$ cat src/rtl/secded_pkg.sv
package secded_pkg;

  // Width of the position field carried from control to datapath.
  localparam int PosW = 8;

  typedef enum logic [2:0] {
    ST_CLEAN = 3'b000,
    ST_FIXED = 3'b011,
    ST_UNFIX = 3'b101
  } eccStat_e;

  // Strobes from the locator to the correction datapath.
  typedef struct packed {
    logic            flipData;
    logic [PosW-1:0] flipPos;
  } fixCtl_t;

  // Number of Hamming check bits needed for dw data bits.
  function automatic int hamBits(int dw);
    int r;
    r = 1;
    while ((1 << r) < dw + r + 1) r++;
    return r;
  endfunction

  // Hamming position (1-based) assigned to data bit idx.
  function automatic int dataPos(int idx);
    int seen;
    int res;
    seen = 0;
    res  = 0;
    for (int p = 3; p < 1024; p++) begin
      if ((p & (p - 1)) != 0) begin
        if (seen == idx && res == 0) res = p;
        seen++;
      end
    end
    return res;
  endfunction

endpackage

$ cat src/rtl/secded_dpath.sv
module secded_dpath
  import secded_pkg::*;
#(
  parameter  int DATA_W = 64,
  localparam int HAM_W  = hamBits(DATA_W),
  localparam int CW_W   = DATA_W + HAM_W + 1
) (
  input  logic              clk,
  input  logic              rstN,
  input  logic [DATA_W-1:0] wrData,
  output logic [CW_W-1:0]   encWord,
  input  logic [CW_W-1:0]   rdWord,
  input  fixCtl_t           fixCtl,
  output logic [HAM_W-1:0]  syndrome,
  output logic              parityOdd,
  output logic [DATA_W-1:0] outData
);

  // Data bits that feed check bit j.
  function automatic logic [DATA_W-1:0] colMask(int j);
    logic [DATA_W-1:0] m;
    for (int i = 0; i < DATA_W; i++) m[i] = ((dataPos(i) >> j) & 1) != 0;
    return m;
  endfunction

  logic [DATA_W-1:0] rdData;
  logic [HAM_W-1:0]  rdCheck;
  logic [HAM_W-1:0]  encCheck;
  logic [HAM_W-1:0]  reCheck;
  logic [DATA_W-1:0] flipMask;
  logic [DATA_W-1:0] corrData;

  assign rdData  = rdWord[DATA_W-1:0];
  assign rdCheck = rdWord[DATA_W +: HAM_W];

  // Encoder and re-encoder share the same column masks.
  for (genvar j = 0; j < HAM_W; j++) begin : g_chk
    localparam logic [DATA_W-1:0] ColM = colMask(j);
    assign encCheck[j] = ^(wrData & ColM);
    assign reCheck[j]  = ^(rdData & ColM);
  end

  assign encWord   = {^{encCheck, wrData}, encCheck, wrData};
  assign syndrome  = reCheck ^ rdCheck;
  assign parityOdd = ^rdWord;

  // Decode the located position into a one-hot flip mask.
  for (genvar i = 0; i < DATA_W; i++) begin : g_flip
    localparam logic [PosW-1:0] MyPos = PosW'(dataPos(i));
    assign flipMask[i] = fixCtl.flipData && (fixCtl.flipPos == MyPos);
  end

  assign corrData = rdData ^ flipMask;

  always_ff @(posedge clk or negedge rstN) begin
    if (!rstN) outData <= '0;
    else       outData <= corrData;
  end

  // correction never touches more than one data bit.
  a_r3_one_bit_fix: assert property (@(posedge clk) disable iff (!rstN)
    $countones(corrData ^ rdData) <= 1);

  // with no flip strobe the raw data reaches the output one edge later.
  a_r5_raw_pass: assert property (@(posedge clk) disable iff (!rstN)
    !fixCtl.flipData |=> outData == $past(rdData));

endmodule

$ cat src/rtl/secded_ctrl.sv
module secded_ctrl
  import secded_pkg::*;
#(
  parameter  int DATA_W     = 64,
  parameter  bit REG_STATUS = 1'b1,
  localparam int HAM_W      = hamBits(DATA_W),
  localparam int MAX_POS    = DATA_W + HAM_W
) (
  input  logic             clk,
  input  logic             rstN,
  input  logic [HAM_W-1:0] syndrome,
  input  logic             parityOdd,
  output fixCtl_t          fixCtl,
  output logic [2:0]       eccStatus
);

  logic     synZero;
  logic     synInRange;
  logic     synPow2;
  eccStat_e statNow;

  assign synZero    = (syndrome == '0);
  assign synInRange = (32'(syndrome) <= MAX_POS);
  assign synPow2    = ((syndrome & (syndrome - 1'b1)) == '0);

  // Error locator and flag generator.
  always_comb begin
    fixCtl.flipData = 1'b0;
    fixCtl.flipPos  = PosW'(syndrome);
    if (!parityOdd) begin
      statNow = synZero ? ST_CLEAN : ST_UNFIX;
    end else if (synZero || synInRange) begin
      statNow         = ST_FIXED;
      fixCtl.flipData = !synZero && !synPow2;
    end else begin
      statNow = ST_UNFIX;
    end
  end

  if (REG_STATUS) begin : g_reg_stat
    logic [2:0] statQ;
    always_ff @(posedge clk or negedge rstN) begin
      if (!rstN) statQ <= ST_CLEAN;
      else       statQ <= statNow;
    end
    assign eccStatus = statQ;
  end else begin : g_comb_stat
    assign eccStatus = statNow;
  end

  // only the three legal codes ever appear.
  a_r6_legal_code: assert property (@(posedge clk) disable iff (!rstN)
    eccStatus inside {3'b000, 3'b011, 3'b101});

  // even overall parity never requests a flip.
  a_r5_even_no_flip: assert property (@(posedge clk) disable iff (!rstN)
    !parityOdd |-> !fixCtl.flipData);

  // a check-bit position never requests a data flip.
  a_r4_check_no_flip: assert property (@(posedge clk) disable iff (!rstN)
    (synPow2 && !synZero) |-> !fixCtl.flipData);

  // an unreachable syndrome never requests a flip.
  a_r9_oob_no_flip: assert property (@(posedge clk) disable iff (!rstN)
    !synInRange |-> !fixCtl.flipData);

endmodule

$ cat src/rtl/secded_codec.sv
module secded_codec
  import secded_pkg::*;
#(
  parameter  int DATA_W     = 64,
  parameter  bit REG_STATUS = 1'b1,
  localparam int HAM_W      = hamBits(DATA_W),
  localparam int CW_W       = DATA_W + HAM_W + 1
) (
  input  logic              clk,
  input  logic              rstN,
  input  logic [DATA_W-1:0] wrData,
  output logic [CW_W-1:0]   encWord,
  input  logic [CW_W-1:0]   rdWord,
  output logic [DATA_W-1:0] outData,
  output logic [2:0]        eccStatus
);

  fixCtl_t          fixCtl;
  logic [HAM_W-1:0] syndrome;
  logic             parityOdd;

  secded_dpath #(.DATA_W(DATA_W)) u_dpath (
    .clk      (clk),
    .rstN     (rstN),
    .wrData   (wrData),
    .encWord  (encWord),
    .rdWord   (rdWord),
    .fixCtl   (fixCtl),
    .syndrome (syndrome),
    .parityOdd(parityOdd),
    .outData  (outData)
  );

  secded_ctrl #(.DATA_W(DATA_W), .REG_STATUS(REG_STATUS)) u_ctrl (
    .clk      (clk),
    .rstN     (rstN),
    .syndrome (syndrome),
    .parityOdd(parityOdd),
    .fixCtl   (fixCtl),
    .eccStatus(eccStatus)
  );

endmodule

$ cat config.mk
export PLATFORM = sky130hd
export DESIGN_NAME = secded_codec
export DESIGN_NICKNAME = d
export VERILOG_FILES = /design/src/rtl/secded_pkg.sv /design/src/rtl/secded_dpath.sv /design/src/rtl/secded_ctrl.sv /design/src/rtl/secded_codec.sv
export SDC_FILE = /design/constraint.sdc
export NUM_CORES = 1
export LEC_CHECK = 0
export CAP_MARGIN = 15
export CORE_ASPECT_RATIO = 2
export CORE_MARGIN = 1.5
export CORE_UTILIZATION = 42
export DETAILED_ROUTE_END_ITERATION = 12
export PLACE_DENSITY_LB_ADDON = 0.1
export SYNTH_ARGS = -nofsm -noshare
export SYNTH_HDL_FRONTEND = slang
export SYNTH_HIERARCHICAL = 1
export SYNTH_SLANG_ARGS = --single-unit
export TNS_END_PERCENT = 20
$ cat constraint.sdc
create_clock -name clk -period 3.1 [get_ports clk]
set_input_delay 0.465 -clock clk [delete_from_list [all_inputs] [get_ports clk]]
set_output_delay 0.465 -clock clk [all_outputs]
set_load 0.01 [all_outputs]
[After elaboration in Yosys (flattened, before gate mapping)]
Index checks and enable logic that the tools add are counted.
Widths: inputs -> output; s select.
Word-level totals
  flip-flop bits (word level): 67
  input port bits: 138
  word-level logic and storage cells: 162
Cells by class
  add/sub/neg operators: 1
  order comparisons: 1
  eq/ne operators: 64
  muxes and demuxes: 5
  bitwise gates (word level): 3
  reduce and logical (&&, ||, !) cells: 86
Operators by type and width (count)
  $reduce_xor 64->1: 14
  $eq 7x6->1 const B: 31
  $eq 7x5->1 const B: 15
  $reduce_xor 72->1: 1
  $reduce_xor 71->1: 1
  $logic_and 1x1->1: 65
  $xor 64x64->64: 1
  $eq 7x4->1 const B: 7
  $eq 7x7->1 const B: 7
  $eq 7x3->1 const B: 3
  $logic_not 7->1: 2
  $mux 3: 3
  $and 7x7->7: 1
  $eq 7x2->1 const B: 1
  $le 7x7->1 const B: 1
  $sub 7x1->7 const B: 1
  $xor 7x7->7: 1
  $logic_not 1->1: 2
  $mux 1: 2
  $logic_or 1x1->1: 1

[Depth between registers and ports, before layout]
  depth in word-level cells: 11
  depth in mapped cells: 14

[By module]
The synthesis kept the hierarchy.
By module, submodules not included
  secded_dpath: times used 1, cells an instance 555, area an instance 5680.4 um^2
  secded_ctrl: times used 1, cells an instance 25, area an instance 232.7 um^2

[Worst setup path after synthesis]
OpenSTA, ideal clock, no wires.
  kind: input-to-reg
  start: in rdWord[50]
  end: reg u_dpath.outData[22]
  data arrival time: 3285 ps
  data required time: 2977 ps
  setup slack: -308 ps
  stages on the path: 13
  cell sequence: xor2_1 > xnor2_1 > xnor2_1 > xnor2_1 > xnor2_1 > xnor3_1 > o31ai_1 > and2_2 > and3_1 > and3_1 > nor3b_1 > nand2_1 > xnor2_1
RTL lines
  start, declared: RTL line secded_codec.sv:13  | input logic [CW_W-1:0] rdWord,
  end signal, assigned: RTL line secded_dpath.sv:57  | else outData <= corrData;
  end, declared: RTL line secded_dpath.sv:16  | output logic [DATA_W-1:0] outData

==> results by group <==
Placement
  • Dpl hpwl: 17.6 mm
  • Placer Congestion: roughly 0.96
  • DP Area: ~9900 um2
  • Port Buffers: 276

Flow run
  • Max Cap Viol: 0

Floorplan
  • Site row count: 61
  • Initial Util: a little over two fifths
  • Die footprint: between 10000 and 15000 um2
  • I/O pins: 277
  • Die X: about 87 um
  • Die H: about 170 um
  • Core area: 13800 um2

Setup path
  • Crit start category: input port
  • Most frequent CP cell: buf_4
  • CP cell instances: clkdlybuf4s15_2 -> xor2_1 -> buf_4 -> xnor2_4 -> buf_4 -> buf_4 -> xnor2_2 -> xnor2_2 -> xnor2_2 -> buf_4 -> nor4_4 -> o21ai_1 -> and3_4 -> and3b_2 -> buf_4 -> nand2_4 -> nor2_1 -> xor2_1
  • Buf/Inv on CP: 6
  • CP Class: input port to flip-flop
  • Crit path max fanout: 5
  • Worst Path Required: around 3.3 ns
  • WP data arrival: about 3.8 ns
  • CP endpoint kind: flip-flop
  • Top Family by Delay on Critical Path: XOR/XNOR gates
  • CP max stage cell: xnor2_2
  • Worst setup startpoint: rdWord[10]
  • CP peak stage delay: between 0.3 and 0.4 ns

Finish
  • Final instance area: roughly 12000 um2
  • Most common cell after layout, fill and taps aside: buf_4
  • Antenna diode count: 0
  • Final nets: 1153
  • Multi-input gate area: ~5200 um2
  • Most frequent cells in the layout: 205 x buf_4, 178 x clkdlybuf4s50_1, 119 x xnor2_1
  • Layout fillers: about 730
  • Syn-to-layout area delta: 100%
  • Share of layout cells above drive strength 1: 45.5%
  • Register area: ~1700 um2
  • Util after Layout: 85.8%

Synth
  • Syn Area/Cell: ~10 um2
  • Top cell type's share of synthesized area: between 20% and 30%
  • Synthesized netlist cell count: 580
  • Ys Warns: 6
  • Post-synth top area cell: xnor2_1
  • Register area share after synthesis: between 20 and 30%
  • Syn Std Cell Area: roughly 5900 um2
  • Mapped Nets: 718
  • Yosys cell types: 33
  • Flip-flop and latch count after synthesis: 67
  • Largest cells by area after synthesis: xnor2_1 30%, dfrtp_1 28%, xor2_1 13%

Detailed routing
  • 1st-pass router iterations: 4
  • Detail Route Antenna Nets: 0
  • DRT iter0 DRCs: around 300
  • WL/cell: ~20 um
  • Routed wire length: 24.7 mm
  • Drt drc: 0
  • Drt via density: roughly 4.8
  • DR vias: approximately 5800

GRT
  • Initial antenna violation count: 0
  • Grt ovf: 0
  • All-Layer GR Usage: a little under a third
  • First-pass GRT wire length: around 33 mm
  • Largest net degree at the start of global routing: 38
  • Vias in the first global route: between 6000 and 7000

Timing
  • Min Tclk post-route: around 3.6 ns
  • # setup viols final: between 60 and 70
  • Fin Hold WS: between 0.3 and 0.4 ns
  • Setup WS post-layout: -0.516 ns
  • Unrepaired setup endpoints after global routing: true
  • Pins Over Slew Limit: 0
  • Final period util: 117%
  • Rel. slew slack: a little over 50%
  • Hold Vio Cnt, Final: 0
  • Max Fclk: 0.277 GHz
  • Setup TNS: -20.68 ns
  • Worst-Margin Slew: a little over 0.7 ns

Clock network
  • CTS clk-pin slew, worst paths: 0.05 ns
  • H-tree Lvls: 3
  • CTS root buffer: clkbuf_16
  • Worst-case clock buffer depth: 2
  • CTS tree: built
  • Sink Count: 67
  • CTS buffer count: 9

Outcome
  • Status: finished, violations left
  • Failing checks: setup timing

Power and ir drop
  • P_leak: about 5.4 nW
  • VDD IR-drop max: 0.00140 V
  • PD cells: 895 nW/um2

Min path
  • Hold endpoint: u_dpath/outData[17]
  • HP Start: rdWord[17]
  • Min-Delay Path Class: input port to flip-flop
  • Hold path depth: 2
## kinds of logic (layout without fill, tap and decap cells)
logic type / Yosys count / after routing / share of synthesized area [%]
flops: 67 / 67 / 28.4
compound gates: 7 / 7 / 0.719
buf+inv: 79 / 517 / 9.59
other cells: 1 / 1 / 0.0634
simple gates: 110 / 110 / 8.42
xor+xnor: 316 / 316 / 52.9
## flip-flops by register name (all words and copies together), names as in the netlist
name,count
u_dpath/outData,64
u_ctrl/eccStatus,3
## final cells by class
cell class	instances	share of cell area, %
Multi-Input combinational cell	434	44.2
Clock inverter	2	0.317
Clock buffer	12	2.08
Timing Repair Buffer	502	37.2
Inverter	1	0.0317
Sequential cell	67	14.1
Tap cell	189	2.00
## worst max path at each step
stage,to,slack [ns],depth (start not counted)
final,u_dpath/outData[5],-0.52,18
after global routing,u_dpath/outData[5],-0.56,18
after CTS,encWord[71],-0.29,10
after detailed placement,u_dpath/outData[60],-1.16,19
after global placement,u_dpath/outData[60],-1.06,19
after floorplan,u_dpath/outData[22],0.02,13
## routing by layer
layer	up-vias	GRT usage, %	wire length (um)
met5	-	0	0
met4	0	22.4	2130
met3	105	4.97	1200
met2	300	63.3	14700
met1	2774	23.6	6640
li1	2601	-	-
## repair_timing
action                                 CTS  global route
resized for setup                      327           156
setup endpoints to repair               71            71
setup buffers                           27            10
hold buffers                             1             0
endpoints found under the hold margin    8             0
pin swaps                              122            96
## cell usage after synthesis
cell        n
a211oi_1    2
a21oi_1     2
nand2_1    29
nand3_1     4
xor3_1      1
buf_1       1
xnor3_1    20
xor2_1     89
and3b_1     1
or2_2       1
inv_1       1
o21ai_0     1
nor4_4      1
nor3_1      3
xnor2_2     3
conb_1      1
buf_4      72
xnor2_1   200
nand4_1     1
o31ai_1     1
and3_1      3
and2_1      1
nand3b_1    2
xnor3_2     3
o21ai_1     1
nor4_1      3
nand2b_1    3
clkbuf_1    5
nor2b_1     2
nor3b_1     2
nor2_1     53
dfrtp_1    67
and2_2      1
## power breakdown
group	internal (mW)	total [mW]	switching, mW	leakage, nW
registers	0.964	0.993	0.0292	0.778
logic	4.32	8.62	4.31	4.49
clock network	0.636	0.992	0.356	0.135
## through the flow
step	power, mW	setup slack (ns)	instances
after global routing	11.0	-0.556	1207
after floorplan	4.35	0.0153	580
after global placement	6.82	-1.06	1163
after CTS	9.08	-0.288	1200
final	10.6	-0.516	1207
after detailed placement	6.95	-1.16	1163
(Power assumes the default switching activity.)
